### src/rtl/pc_sequencer.sv
`timescale 1ns/1ps
module pc_sequencer #(
  parameter int STACK_DEPTH = 8
) (
  input  logic        clk,
  input  logic        rst_n,
  output logic [11:0] rom_addr,
  input  logic [7:0]  rom_data,
  output logic        insn_fetch,
  input  logic [3:0]  e_in,
  input  logic [3:0]  ac_in,
  output logic        ea_load,
  output logic [3:0]  e_out,
  output logic [3:0]  ac_out,
  input  logic        cf_saved,
  input  logic        zf_saved,
  output logic        flag_restore,
  output logic        cf_out,
  output logic        zf_out,
  output logic        stk_ovf
);
  localparam int AW  = 12;
  localparam int SPW = (STACK_DEPTH > 1) ? $clog2(STACK_DEPTH) : 1;
  localparam int CW  = $clog2(STACK_DEPTH + 1);

  typedef enum logic [1:0] {ST_OP, ST_ARG, ST_TBL} st_t;

  st_t           st;
  logic [AW-1:0] pc;
  logic [7:0]    op_q;
  logic          bank_pend, flip_q;
  logic [AW-1:0] stk [STACK_DEPTH];
  logic [SPW-1:0] sp;
  logic [CW-1:0]  cnt;

  logic op_c, is_jmp, is_cal, is_czp, is_jpea, is_tbl, is_rt, is_rti, is_bank;
  assign op_c    = (st == ST_OP);
  assign is_jmp  = rom_data[7:3] == 5'b01101;
  assign is_cal  = rom_data[7:3] == 5'b10101;
  assign is_czp  = rom_data[7:4] == 4'b1011;
  assign is_jpea = rom_data == 8'hFA;
  assign is_tbl  = rom_data == 8'h63;
  assign is_rt   = rom_data == 8'h62;
  assign is_rti  = rom_data == 8'h22;
  assign is_bank = rom_data == 8'hFD;

  logic [AW-1:0] pc_p1, pc_p2, page_tgt;
  assign pc_p1    = pc + 12'd1;
  assign pc_p2    = pc + 12'd2;
  assign page_tgt = {pc[11:8], e_in, ac_in};

  logic arg_jmp;
  assign arg_jmp = op_q[7:3] == 5'b01101;

  logic push, pop;
  logic [AW-1:0]  push_val;
  logic [SPW-1:0] sp_inc, sp_dec;
  assign push     = (op_c && is_czp) || (st == ST_ARG && !arg_jmp);
  assign pop      = op_c && (is_rt || is_rti);
  assign push_val = (st == ST_ARG) ? pc_p2 : pc_p1;
  assign sp_inc   = (sp == SPW'(STACK_DEPTH - 1)) ? '0 : sp + 1'b1;
  assign sp_dec   = (sp == '0) ? SPW'(STACK_DEPTH - 1) : sp - 1'b1;

  assign rom_addr     = (st == ST_ARG) ? pc_p1 : (st == ST_TBL) ? page_tgt : pc;
  assign insn_fetch   = op_c;
  assign ea_load      = (st == ST_TBL);
  assign e_out        = rom_data[7:4];
  assign ac_out       = rom_data[3:0];
  assign flag_restore = op_c && is_rti;
  assign cf_out       = cf_saved;
  assign zf_out       = zf_saved;

  always_ff @(posedge clk) begin
    if (!rst_n) begin
      st        <= ST_OP;
      pc        <= '0;
      op_q      <= '0;
      bank_pend <= 1'b0;
      flip_q    <= 1'b0;
    end else begin
      case (st)
        ST_OP: begin
          bank_pend <= is_bank;
          if (is_jmp || is_cal) begin
            op_q   <= rom_data;
            flip_q <= bank_pend && is_jmp;
            st     <= ST_ARG;
          end else if (is_tbl)  st <= ST_TBL;
          else if (is_jpea)     pc <= page_tgt;
          else if (is_czp)      pc <= {6'b0, rom_data[3:0], 2'b00};
          else if (pop)         pc <= stk[sp_dec];
          else                  pc <= pc_p1;
        end
        ST_ARG: begin
          st <= ST_OP;
          if (arg_jmp) pc <= {pc[11] ^ flip_q, op_q[2:0], rom_data};
          else         pc <= {1'b0, op_q[2:0], rom_data};
        end
        default: begin
          st <= ST_OP;
          pc <= pc_p1;
        end
      endcase
    end
  end

  always_ff @(posedge clk) begin
    if (push) stk[sp] <= push_val;
  end

  always_ff @(posedge clk) begin
    if (!rst_n) begin
      sp      <= '0;
      cnt     <= '0;
      stk_ovf <= 1'b0;
    end else if (push) begin
      sp <= sp_inc;
      if (cnt == CW'(STACK_DEPTH)) stk_ovf <= 1'b1;
      else                         cnt <= cnt + 1'b1;
    end else if (pop) begin
      sp <= sp_dec;
      if (cnt != '0) cnt <= cnt - 1'b1;
    end
  end

  assert_arg_one_cycle_R2: assert property (@(posedge clk) disable iff (!rst_n)
    (!insn_fetch && !ea_load) |=> insn_fetch) else $error("arg stage too long");
  assert_tbl_two_cycles_R6: assert property (@(posedge clk) disable iff (!rst_n)
    ea_load |=> insn_fetch) else $error("table read length");
  assert_czp_target_R7: assert property (@(posedge clk) disable iff (!rst_n)
    (insn_fetch && is_czp) |=> (insn_fetch && rom_addr[11:6] == 6'd0 && rom_addr[1:0] == 2'd0))
    else $error("zero-page call target");
  assert_ret_one_cycle_R9: assert property (@(posedge clk) disable iff (!rst_n)
    flag_restore |=> insn_fetch) else $error("return length");
  assert_ovf_sticky_R10: assert property (@(posedge clk) disable iff (!rst_n)
    stk_ovf |=> stk_ovf) else $error("overflow not sticky");
  assert_depth_bound_R10: assert property (@(posedge clk) disable iff (!rst_n)
    cnt <= CW'(STACK_DEPTH)) else $error("stack count out of range");
  assert_bank_oneshot_R4: assert property (@(posedge clk) disable iff (!rst_n)
    (bank_pend && insn_fetch && !is_bank) |=> !bank_pend) else $error("bank prefix lingers");
endmodule

### config.mk
export PLATFORM = sky130hd
export DESIGN_NAME = pc_sequencer
export DESIGN_NICKNAME = d
export VERILOG_FILES = /design/src/rtl/pc_sequencer.sv
export SDC_FILE = /design/constraint.sdc
export NUM_CORES = 1
export LEC_CHECK = 0
export BUFFER_PORTS_ARGS = -buffer_cell sky130_fd_sc_hd__buf_4
export CAP_MARGIN = 0
export CORE_MARGIN = 8
export CORE_UTILIZATION = 35
export DETAILED_ROUTE_END_ITERATION = 6
export PLACE_DENSITY = 0.52
export SYNTH_ARGS = -nofsm -noshare
export SYNTH_HDL_FRONTEND = slang
export SYNTH_SLANG_ARGS = --single-unit
### constraint.sdc
create_clock -name clk -period 4.15 [get_ports clk]
set_input_delay 0 -clock clk [delete_from_list [all_inputs] [get_ports clk]]
set_output_delay 0 -clock clk [all_outputs]
set_load 0.005 [all_outputs]
* After elaboration in Yosys (flattened, before gate mapping)
Memory sizes are Yosys's and may differ from the RTL's.
Cells that the tools add are included.
** Storage, ports and cells
- Register bits :: 32
- RAM bits :: 96
- Memories kept :: 1
- Logic and storage cells :: 81
** Memory list
- stk :: depth 8, width 12, rd ports 1, clocked after Yosys merged registers in 0, write ports 1, RTL line 32 : logic [AW-1:0] stk [STACK_DEPTH];
** Cells by class
- Equality and inequality tests :: 17
- Mux-type cells :: 22
- Reductions and logical operators :: 22
- Bitwise operators :: 3
- $add $sub $neg :: 6
** Operators by type and width (number)
- 12-bit 2-to-1 mux :: 8
- 12-bit case mux with 2 select lines :: 1
- 8-bit by 7-bit equality test with 1-bit output (second input constant) :: 2
- 8-bit equality test (second input constant) :: 2
- 4-bit 2-to-1 mux :: 4
- 12-bit by 1-bit adder with 12-bit output (second input constant) :: 1
- 12-bit by 2-bit adder with 12-bit output (second input constant) :: 1
- 3-bit 2-to-1 mux :: 4
- 5-bit by 4-bit equality test with 1-bit output (second input constant) :: 2
- 4-bit equality test (second input constant) :: 2
- 8-bit by 6-bit equality test with 1-bit output (second input constant) :: 1
- 8-bit 2-to-1 mux :: 1
- 2-bit != test (second input constant) :: 4
- 2-bit AND reduction :: 4
- 3-bit AND reduction :: 2
- 2-bit nonzero test :: 3
- 5-bit equality test (second input constant) :: 1
- 1-bit logical AND :: 5
- 4-bit by 1-bit adder with 4-bit output (second input constant) :: 1
- 1-bit 2-to-1 mux :: 4
- 4-bit nonzero test :: 1
- 4-bit by 1-bit subtractor with 4-bit output (second input constant) :: 1
- 3-bit by 1-bit adder with 3-bit output (second input constant) :: 1
- 3-bit equality test (second input constant) :: 1
- 10 further kinds :: 13

* Longest topological paths before layout
Gate-level depths: netlist (run 1).
- Depth in word-level cells :: 9
- Mapped depth :: 14
- Gate-level depth less buffers :: 10

* Worst setup path before layout (run 1)
No wires, ideal clock.
- Path type :: register to register
- From :: register st[0]
- To :: memory stk[0][0], enable pin
- Arrival time :: 2.214 ns
- Buffers on the path :: 2
- Slack :: 1.524 ns
- Cell stages (with the launch flop) :: 6
- Clock period less this slack :: 2.626 ns
- Required time :: 3.738 ns
- Cell sequence :: dfxtp_1 -> clkbuf_1 -> o21a_1 -> o21ai_1 -> buf_2 -> nor4_1
** Between the ends
- Longest elaborated chain between the ends :: 5
** Ends and longest elaborated chain
- start, declared :: RTL line 28 : st_t st;
- start signal, assigned :: RTL line 75 : st <= ST_OP;
- start signal, assigned :: RTL line 87 : st <= ST_ARG;
- start signal, assigned :: RTL line 88 : end else if (is_tbl) st <= ST_TBL;
- 2-bit by 1-bit equality test with 1-bit output or 2-bit logical NOT (tied branches) :: RTL line 58, 37
- 1-bit logical AND :: RTL line 58 : assign push = (op_c && is_czp) || (st == ST_ARG && !arg_jmp);
- 1-bit logical OR (*) :: RTL line 58
- 1-bit 2-to-1 mux (*) :: RTL line 108 : if (push) stk[sp] <= push_val;
- 1-bit 2-to-1 mux (not written as such) (*) :: RTL line 108
- end, declared :: RTL line 32
Every way passes the cells marked *; elsewhere a longest branch is shown, timed or not.

* Worst setup path in the final report (run 1)
- From :: register sp[1]
- To :: register pc[2]
** Between the ends
- Longest elaborated chain between the ends :: 9
** Ends and longest elaborated chain
- start, declared :: RTL line 33 : logic [SPW-1:0] sp;
- start signal, assigned :: RTL line 117 : sp <= sp_inc;
- start signal, assigned :: RTL line 121 : sp <= sp_dec;
- 3-bit by 1-bit subtractor with 3-bit output or 3-bit logical NOT (tied branches) :: RTL line 62 : assign sp_dec = (sp == '0) ? SPW'(STACK_DEPTH - 1) : sp - 1'b1;
- 3-bit 2-to-1 mux (*) :: RTL line 62
- memory 8 x 12 bit (*)
- 12-bit 2-to-1 mux (*) :: RTL line 91 : else if (pop) pc <= stk[sp_dec];
- 12-bit 2-to-1 mux (*) :: RTL line 90 : else if (is_czp) pc <= {6'b0, rom_data[3:0], 2'b00};
- 12-bit 2-to-1 mux (*) :: RTL line 89 : else if (is_jpea) pc <= page_tgt;
- 12-bit 2-to-1 mux (*) :: RTL line 88
- 12-bit 2-to-1 mux (*) :: RTL line 84 : if (is_jmp || is_cal) begin
- 12-bit case mux with 2 select lines (*) :: RTL line 81 : case (st)
- end signal, assigned :: RTL line 89
- end signal, assigned :: RTL line 90
- end signal, assigned :: RTL line 91
- end, declared :: RTL line 29 : logic [AW-1:0] pc;
Every way passes the cells marked *; elsewhere a longest branch is shown, timed or not. The select of a mux whose other input is x is not followed.
A chain may end at the register's enable or synchronous reset.

==> metrics.cfg, run 1 <==
[finish]
nets = 640
drive_above_1_share_pct = 19.1
diodes = 0
syn_to_final_growth_pct = 18.6
fin_cells = 853
design_area_sq_mm = 0.00767
utilization_pct = 42.6

[power_and_ir_drop]
p_switching_w = 0.000755
power_w = 0.00310
leakagePower_nw = 2.76
p_sw_share_pct = 24.3
comb_power_share_pct = 8.5
intPower_w = 0.00235
vdd_ir_drop_max_uv = 307
pwr_density_cell_mw_per_mm2 = 404
p_clk_share_pct = 45.3
p_seq_share_pct = 46.2

[worst_setup_path]
crit_arrival_ns = 3.84
startpoint = sp[1]
critPathRequiredTime_ns = 4.52
reg2reg_from = sp[1]
criticalPathCategory = register to register
cp-start-kind = register
worstPathMaxFanout = 15
cp-end-kind = register

[timing]
worst_slew_pin_slew_ns = 0.888
setup_violations = 0
finalCritPeriodShare_pct = 83.7
rsz0062_at_grt = no
relSlewSlack_pct = 40.2
fin_crit_ns = 3.47
fin_skew_ns = 0.0200
hold_violations = 0
maxSlewViolCount = 0
fin_setup_tns_ns = 0
fmax_mhz = 288

[global_route]
grt_pass1_wl_um = 27100
antenna_found_initial = 0
grt_pass1_vias = 4569
grt_max_degree = 35
gr-total-overflow = 0
grtUsageTotal_pct = 15.0

[die]
rows = 49
core_area_sq_mm = 0.0180
die-area_sq_mm = 0.0231
initial_core_util_pct = 35.9
dieWidth_um = 152
ioPinCount = 46
die_y_um = 152

[cts]
clkSinkCount = 128
cts_made_buffers = 17
clockBufferDepth = 2
htreeDepth = 4
cts.clk_slew.worst_paths_ns = 0.06
cts_tree = built
clk_latency_ns = 0.42
root_buffer = clkbuf_16

[synthesis]
synth_warnings = 0
synth_cell_type_count = 70
yosysMostFrequentCell = edfxtp_1
ys_seq_elements = 128
synth_edf_count = 96
synthCells = 569
synth_ff_type = edfxtp_1
avgSynthCellArea_sq_um = 11.4
synth_top_area_cell = edfxtp_1
synth_common_cells = 96 x edfxtp_1, 51 x nand2_1, 45 x nor2_1, 34 x mux2i_1, 32 x dfxtp_1
synthesis.area_sq_mm = 0.00647
ys_seq_area_share_pct = 54.5
synth_top_area_share_pct = 44.6
synth_area_leaders = edfxtp_1 45%, dfxtp_1 9.9%, mux2i_1 5.3%, nand2_1 3.0%, nor2_1 2.6%
synthArstFlopShare_pct = 0
syn-num-nets = 598

[routing]
totalWireLength_um = 17400
wire_per_inst_um = 20.4
viasPerCell = 5.49
dr_total_vias = 4684
remaining_drc_errors = 0
first_pass_iters = 4
drt_iter0_drc = 377
ant_nets = 0

[hold_path]
worst_hold_startpoint = zf_saved
worstHoldPathType = input port to output pin

[place]
dp.cells = 806
numPortBuffers = 41
post_dp_cell_area_sq_mm = 0.00696
gp_congestion = 0.901
dp_hpwl_um = 12000

[status]
status = completed

[run]
maxCapViolCount = 0

[metrics by stage]
stage / setup slack (ns) / hold slack [ns]
after global routing: 0.482 / 0.0000101
final: 0.678 / 0.00000143
after floorplan: 1.52 / 0.0808
after global placement: 1.32 / 0.0000601
after CTS: 0.703 / 0.0000601
after detailed placement: 1.17 / 0.0000601
[power groups by stage]
stage,Combinational [W],Sequential [W],Clock [W]
finish,0.000263,0.00143,0.00140
global route,0.000288,0.00144,0.00149
CTS,0.000263,0.00143,0.00144
detailed placement,0.000249,0.00146,0
global placement,0.000246,0.00146,0
floorplan,0.000176,0.00144,0
[metal layers]
layer	up-vias	share of wire [%]	global-route usage, %
li1	2216	-	-
met1	2293	47	20.0
met2	151	46	23.2
met3	24	4.9	3.81
met4	0	1.7	5.52
met5	-	0	0
[state kept, by name, summed over array words and instances, names as in the netlist]
signal,cells
stk_ovf,1
stk,96
cnt,4
pc,12
sp,3
st,2
bank_pend,1
flip_q,1
op_q,8
[final timing paths]
path | slack, ns | cells after the start | to
max | 0.68 | 10 | pc[2]
min | 0.000001 | 0 | zf_out
max reg2reg | 0.68 | 10 | pc[2]
min reg2reg | 0.43 | 2 | op_q[4]
[cell type report]
class / instances / area (sq um)
Fill cell: 1661 / 10400
Sequential cell: 128 / 3520
Multi-Input combinational cell: 377 / 2660
Timing Repair Buffer: 75 / 601
Clock buffer: 18 / 429
Tap cell: 229 / 287
Clock inverter: 14 / 130
Inverter: 12 / 45.0
[logic make-up after synthesis]
kind of cell | after synthesis | share of synthesized area (%)
multiplexers | 43 | 7.87
AND/OR/NAND/NOR | 170 | 13.1
flip-flops | 128 | 54.5
buffers and inverters | 64 | 5.05
AO/OA/AOI/OAI | 123 | 13.2
adder cells (fa/ha/maj) | 9 | 1.86
XOR/XNOR | 32 | 4.45
[timing repair]
item | 4_1_cts | 5_1_grt
hold endpoints to repair | 18 | 0
setup buffers | 0 | 0
hold buffers | 15 | 0
resized for setup | 0 | 0
[cells in the final DEF (no fill, tap or decap), drive strengths merged, types with 6 or more instances in the layout]
cell type    netlist  layout
nor2              45      45
nor4               7       7
o21ai             29      29
xor2              14      14
a211oi            14      14
a221oi            10      10
nand2             52      52
a21oi             22      22
mux4               6       6
buf               33      60
a22oi              6       6
nand2b             6       6
ha                 8       8
nor3              11      11
edfxtp            96      96
inv               11      17
dfxtp             32      32
clkbuf            19      18
xnor2             18      18
mux2i             34      34
nand3             12      12
dlygate4sd3        0      15
a31oi             11      11
[critical path, cell delays in order, from the launching register on]
cell and delay (ns):
dfxtp_1 0.52, inv_1 0.15, ha_1 0.21, ha_1 0.29, nand2b_1 0.61, buf_4 0.39, mux2i_1 0.12, o221ai_1 0.19
o211ai_1 0.17, a31oi_1 0.22, dlygate4sd3_1 0.56
Note: power is estimated with default switching activity, not from simulation.
==> run 2, diff against run 1 <==
ABC_AREA = 1   (was not set)
clock period = 3.3 ns   (was 4.15 ns; I/O delays follow)
==> metrics.cfg, run 2 <==
[status]
status = completed

[finish]
nets = 825  ; +29%
top_register = stk
final_common_cell = nand2_1
drive_above_1_share_pct = 17.2  ; -1.9 points
layout_common_cells = 184 x nand2_1, 96 x edfxtp_1, 86 x nand3_1
multi_input_area_sq_mm = 0.00257  ; -3.5%
top_regs = stk: 96 flops, pc: 12 flops, op_q: 8 flops
diodes = 0  ; unchanged
register_area_sq_mm = 0.00352  ; unchanged
fillers = 1797  ; +8.2%
syn_to_final_growth_pct = 20.6
largest_register_ffs = 96  ; unchanged
utilization_pct = 42.6  ; about the same

[routing]
first_pass_iters = 6  ; +2
totalWireLength_um = 19100  ; +9.8%
ant_nets = 0  ; unchanged
remaining_drc_errors = 0  ; unchanged
viasPerCell = 5.30  ; -3.5%
drt_iter0_drc = 448  ; +19%
wire_per_inst_um = 18.3  ; -10%
dr_total_vias = 5526  ; +18%

[die]
initial_core_util_pct = 35.3  ; -0.58 points
dieWidth_um = 153  ; +0.48%
core_area_sq_mm = 0.0185  ; +2.7%
rows = 50  ; +2.0%
ioPinCount = 46  ; unchanged
die_y_um = 153  ; +0.48%
die-area_sq_mm = 0.0233  ; +0.97%

[timing]
fin_crit_ns = 3.09  ; -0.379 ns
rsz0062_at_grt = no
relSlewSlack_pct = 39.4  ; -0.84 points
maxSlewViolCount = 0  ; unchanged
setup_violations = 0  ; unchanged
worst_slew_pin_slew_ns = 0.900  ; +0.0125 ns
finalCritPeriodShare_pct = 93.7  ; +10 points
hold_violations = 0  ; unchanged
fmax_mhz = 323  ; +12%
fin_skew_ns = 0.0141  ; -0.00584 ns
fin_setup_tns_ns = 0  ; unchanged

[cts]
root_buffer = clkbuf_16
clkSinkCount = 128  ; unchanged
cts_made_buffers = 17  ; unchanged
clk_latency_ns = 0.43  ; about the same
cts.clk_slew.worst_paths_ns = 0.06  ; about the same
htreeDepth = 4  ; unchanged
clockBufferDepth = 2  ; unchanged
cts_tree = built

[run]
maxCapViolCount = 0  ; unchanged

[worst_setup_path]
criticalPathCategory = register to register
crit_arrival_ns = 3.41  ; -0.43 ns
cp_slowest_cell = dlygate4sd3_1
reg2regPathDepth = 12  ; +2
critPathRequiredTime_ns = 3.61  ; -0.91 ns
reg2reg_from = sp[0]
max_stage_delay_ns = 0.56  ; -0.05 ns
cp_num_buf_inv = 3  ; unchanged
cp-endpoint = pc[0]
cp-start-kind = register
reg2reg_to = pc[0]
cp-end-kind = register
worstPathMaxFanout = 31  ; +16
crit_cells = 12  ; +2
cp_cell_sequence = inv_2 > ha_1 > ha_1 > inv_2 > nand2_4 > a21oi_1 > a22oi_1 > nand2_1 > nand3_1 > nand2_1 > a21oi_1 > dlygate4sd3_1
crit_family = buffers and inverters
r2r_setup_slack_ns = 0.21  ; -0.47 ns
startpoint = sp[0]

[global_route]
grtUsageTotal_pct = 16.4  ; +1.4 points
grt_max_degree = 32  ; -8.6%
antenna_found_initial = 0  ; unchanged
grt_pass1_wl_um = 30100  ; +11%
gr-total-overflow = 0  ; unchanged
grt_pass1_vias = 5533  ; +21%

[synthesis]
synth_area_leaders = edfxtp_1 44%, nand2_1 11%, dfxtp_1 9.8%, nand3_1 6.6%, a21oi_1 4.1%
avgSynthCellArea_sq_um = 8.92  ; -22%
syn-num-nets = 762  ; +27%
synthArstFlopShare_pct = 0  ; unchanged
synth_warnings = 0  ; unchanged
synth_edf_count = 96  ; unchanged
synth_cell_type_count = 40  ; -43%
synth_top_area_cell = edfxtp_1
synth_common_cells = 184 x nand2_1, 96 x edfxtp_1, 86 x nand3_1, 53 x a21oi_1, 52 x o21ai_0
yosysMostFrequentCell = nand2_1
synth_ff_type = edfxtp_1
synth_top_area_share_pct = 44.1  ; -0.48 points
synthesis.area_sq_mm = 0.00654  ; +1.1%
ys_seq_area_share_pct = 53.9  ; -0.58 points
ys_seq_elements = 128  ; unchanged
synthCells = 733  ; +29%

[hold_path]
hold_depth = 0  ; unchanged
worstHoldPathType = input port to output pin

[place]
dp_hpwl_um = 13400  ; +12%
gp_congestion = 0.891  ; -1.1%
numPortBuffers = 41  ; unchanged

[power_and_ir_drop]
vdd_ir_drop_max_uv = 374  ; +22%
pwr_density_cell_mw_per_mm2 = 517  ; +28%
leakagePower_nw = 3.10  ; +12%

-- run 2: cell types whose count changed in the layout (fill, tap and decap cells not counted), moves of 7 or more --
cell | before | now
mux2i_1 | 34 | 2
xnor2_1 | 17 | 2
a221oi_1 | 10 | 0
inv_2 | 1 | 16
inv_1 | 10 | 40
buf_4 | 60 | 68
nor2_4 | 0 | 7
nand3_1 | 12 | 86
a21oi_1 | 22 | 53
a31oi_1 | 11 | 2
o21ai_0 | 26 | 52
a211oi_1 | 13 | 5
nand2_1 | 51 | 184
-- run 2: cell families after synthesis --
kind of cell / Yosys count / share of synthesized area (%)
flip-flops: 128 / 53.9
AND/OR/NAND/NOR: 345 / 23.7
buffers and inverters: 99 / 7.04
AO/OA/AOI/OAI: 137 / 11.5
adder cells (fa/ha/maj): 9 / 1.84
multiplexers: 2 / 0.306
XOR/XNOR: 13 / 1.74
-- run 2: final cells by class --
| cell class | count | share of cell area [%] |
|---|---|---|
| tap | 234 | 3.71 |
| clock inverter | 15 | 2.02 |
| timing repair buffer | 86 | 8.89 |
| clock buffer | 17 | 5.40 |
| sequential | 128 | 44.7 |
| inverter | 57 | 2.76 |
| multi-input combinational | 506 | 32.5 |
-- run 2: timing repair --
item,in CTS,in global routing
setup endpoints to repair,0,1
setup buffers,0,1
resized for setup,0,3
hold endpoints to repair,25,0
hold buffers,17,0
-- run 2: report_power, final --
group | internal [W] | leakage [nW] | switching, W | total [W]
combinational | 0.000145 | 1.69 | 0.000255 | 0.000400
sequential | 0.00178 | 1.14 | 0.0000351 | 0.00181
clock | 0.00112 | 0.274 | 0.000745 | 0.00186
total | 0.00304 | 3.10 | 0.00103 | 0.00408
-- run 2: worst min path at each step --
stage                startpoint            to  slack [ns]
floorplan           rom_data[6]  flag_restore        0.03
global placement       zf_saved        zf_out     0.00003
detailed placement     zf_saved        zf_out     0.00003
CTS                    zf_saved        zf_out     0.00003
global route           cf_saved        cf_out     0.00005
finish                 zf_saved        zf_out    0.000009
-- run 2: through the flow --
step,instance area (sq um),worst slack [ns],std cells,power (W),hold slack [ns]
after floorplan,6540,1.22,733,0.00207,0.0311
after global placement,7110,0.521,993,0.00222,0.0000346
after detailed placement,7110,0.467,993,0.00222,0.0000346
after CTS,7860,0.0584,1042,0.00409,0.0000346
after global routing,7890,0.00291,1043,0.00421,0.0000472
final,7890,0.206,1043,0.00408,0.00000925
-- run 2: per-layer routing --
layer | routed length, um | share of wire [%] | GRT usage [%]
met3 | 1280 | 6.7 | 4.48
met2 | 8820 | 46 | 26.0
met1 | 8430 | 44 | 20.5
met4 | 563 | 2.9 | 7.68
met5 | 0 | 0 | 0
==> run 3, diff against run 2 <==
CTS_BUF_LIST = sky130_fd_sc_hd__clkbuf_8   (was not set)
==> metrics.cfg, run 3 (synthesis gave the netlist of run 2 again) <==
[finish]
top_register = stk
layout_common_cells = 184 x nand2_1, 96 x edfxtp_1, 86 x nand3_1
nets = 827  ; +0.24%
diodes = 0  ; unchanged
syn_to_final_growth_pct = 17.9
utilization_pct = 41.7  ; -0.93 points
top_regs = stk: 96 flops, pc: 12 flops, op_q: 8 flops
drive_above_1_share_pct = 17.1  ; -0.042 points
final_common_cell = nand2_1
largest_register_ffs = 96  ; unchanged
fillers = 1821  ; +1.3%

[power_and_ir_drop]
comb_power_share_pct = 11.3  ; +1.5 points
p_sw_share_pct = 27.1  ; +1.7 points
p_clk_share_pct = 37.9  ; -7.8 points
vdd_ir_drop_max_uv = 237  ; -37%
p_switching_w = 0.000967  ; -6.5%
leakagePower_nw = 3.02  ; -2.5%
power_w = 0.00357  ; -12%
intPower_w = 0.00260  ; -14%
p_seq_share_pct = 50.8  ; +6.3 points
pwr_density_cell_mw_per_mm2 = 463  ; -11%

[timing]
fin_setup_tns_ns = 0  ; unchanged
rsz0062_at_grt = no
fmax_mhz = 322  ; -0.48%
whs_ns = 0.00000925  ; unchanged
finalCritPeriodShare_pct = 94.2  ; +0.46 points
fin_crit_ns = 3.11  ; +0.0150 ns
maxSlewViolCount = 0  ; unchanged
hold_violations = 0  ; unchanged
setup_violations = 0  ; unchanged
worst_slew_pin_slew_ns = 0.938  ; +0.0380 ns
fin_skew_ns = 0.0164  ; +0.00224 ns
relSlewSlack_pct = 36.8  ; -2.6 points
setup_ws_ns = 0.191  ; -0.0150 ns

[global_route]
antenna_found_initial = 0  ; unchanged
grt_max_degree = 32  ; unchanged
grtUsageTotal_pct = 16.3  ; -0.14 points
grt_pass1_wl_um = 30000  ; -0.39%
grt_pass1_vias = 5515  ; -0.33%
gr-total-overflow = 0  ; unchanged

[die]
dieWidth_um = 153  ; unchanged
ioPinCount = 46  ; unchanged
core_area_sq_mm = 0.0185  ; unchanged
initial_core_util_pct = 35.3  ; unchanged
rows = 50  ; unchanged
die_y_um = 153  ; unchanged
die-area_sq_mm = 0.0233  ; unchanged

[routing]
ant_nets = 0  ; unchanged
totalWireLength_um = 19000  ; -0.56%
first_pass_iters = 5  ; -1
viasPerCell = 5.29  ; -0.10%
drt_iter0_drc = 441  ; -1.6%
remaining_drc_errors = 0  ; unchanged
wire_per_inst_um = 18.2  ; -0.75%
dr_total_vias = 5531  ; +0.090%

[hold_path]
worstHoldPathType = input port to output pin

[worst_setup_path]
worstPathMaxFanout = 31  ; unchanged
cp-start-kind = register
critPathRequiredTime_ns = 3.64  ; +0.03 ns
cp-end-kind = register
criticalPathCategory = register to register
crit_arrival_ns = 3.45  ; +0.04 ns

[cts]
cts.clk_slew.worst_paths_ns = 0.08  ; +0.02 ns
clkSinkCount = 128  ; unchanged
clockBufferDepth = 2  ; unchanged
root_buffer = clkbuf_8
htreeDepth = 4  ; unchanged
clk_latency_ns = 0.45  ; +0.02 ns
cts_made_buffers = 17  ; unchanged
cts_tree = built

[place]
numPortBuffers = 41  ; unchanged
pre_cts_ws_ns = 0.467  ; unchanged
dp_hpwl_um = 13400  ; unchanged
gp_congestion = 0.891  ; unchanged

[status]
status = completed

[run]
maxCapViolCount = 0  ; unchanged

run 3: power groups by stage:
stage | logic (W) | registers [W] | clock network, W
6_report | 0.000402 | 0.00181 | 0.00135
5_1_grt | 0.000443 | 0.00181 | 0.00145
4_1_cts | 0.000396 | 0.00181 | 0.00137
3_5_place_dp | 0.000378 | 0.00185 | 0
3_3_place_gp | 0.000372 | 0.00185 | 0
2_1_floorplan | 0.000241 | 0.00183 | 0
run 3: critical path: stages (launching register included):
cell,delay (ns)
dfxtp_1,0.55
inv_2,0.27
ha_1,0.28
ha_1,0.25
inv_2,0.16
nand2_4,0.24
a21oi_1,0.22
a22oi_1,0.09
nand2_1,0.09
nand3_1,0.12
nand2_1,0.11
a21oi_1,0.06
dlygate4sd3_1,0.56
run 3: cell type report:
type	count	area (sq um)	share of cell area [%]
clock buffers	17	234	3.03
clock inverters	15	159	2.06
inverters	57	218	2.82
multi-input cells	506	2570	33.3
flip-flops and latches	128	3520	45.7
well taps	234	293	3.80
repair buffers	88	721	9.34
run 3: per-layer routing:
layer  vias to the layer above  global-route usage [%]  share of wire, %
li1                       2640                       -                 -
met2                       211                    26.0                46
met1                      2645                    20.3                44
met3                        35                    4.68               6.5
met5                         -                       0                 0
met4                         0                    6.55               3.0
run 3: stage by stage:
step	instances	area (sq um)
6_report	1045	7710
3_5_place_dp	993	7110
5_1_grt	1045	7710
2_1_floorplan	733	6540
3_3_place_gp	993	7110
4_1_cts	1044	7690
run 3: timing repair:
action / in CTS / in global routing
buffers inserted: 0 / 1
endpoints found under the hold margin: 27 / 0
hold buffers: 19 / 0
resized for setup: 0 / 3
setup endpoints to repair: 0 / 1
run 3: final timing paths:
check | startpoint | to | slack (ns) | depth (start not counted)
min | zf_saved | zf_out | 0.000009 | 0
max reg2reg | sp[0] | pc[0] | 0.19 | 12
max | sp[0] | pc[0] | 0.19 | 12
min reg2reg | stk_ovf | stk_ovf | 0.46 | 2
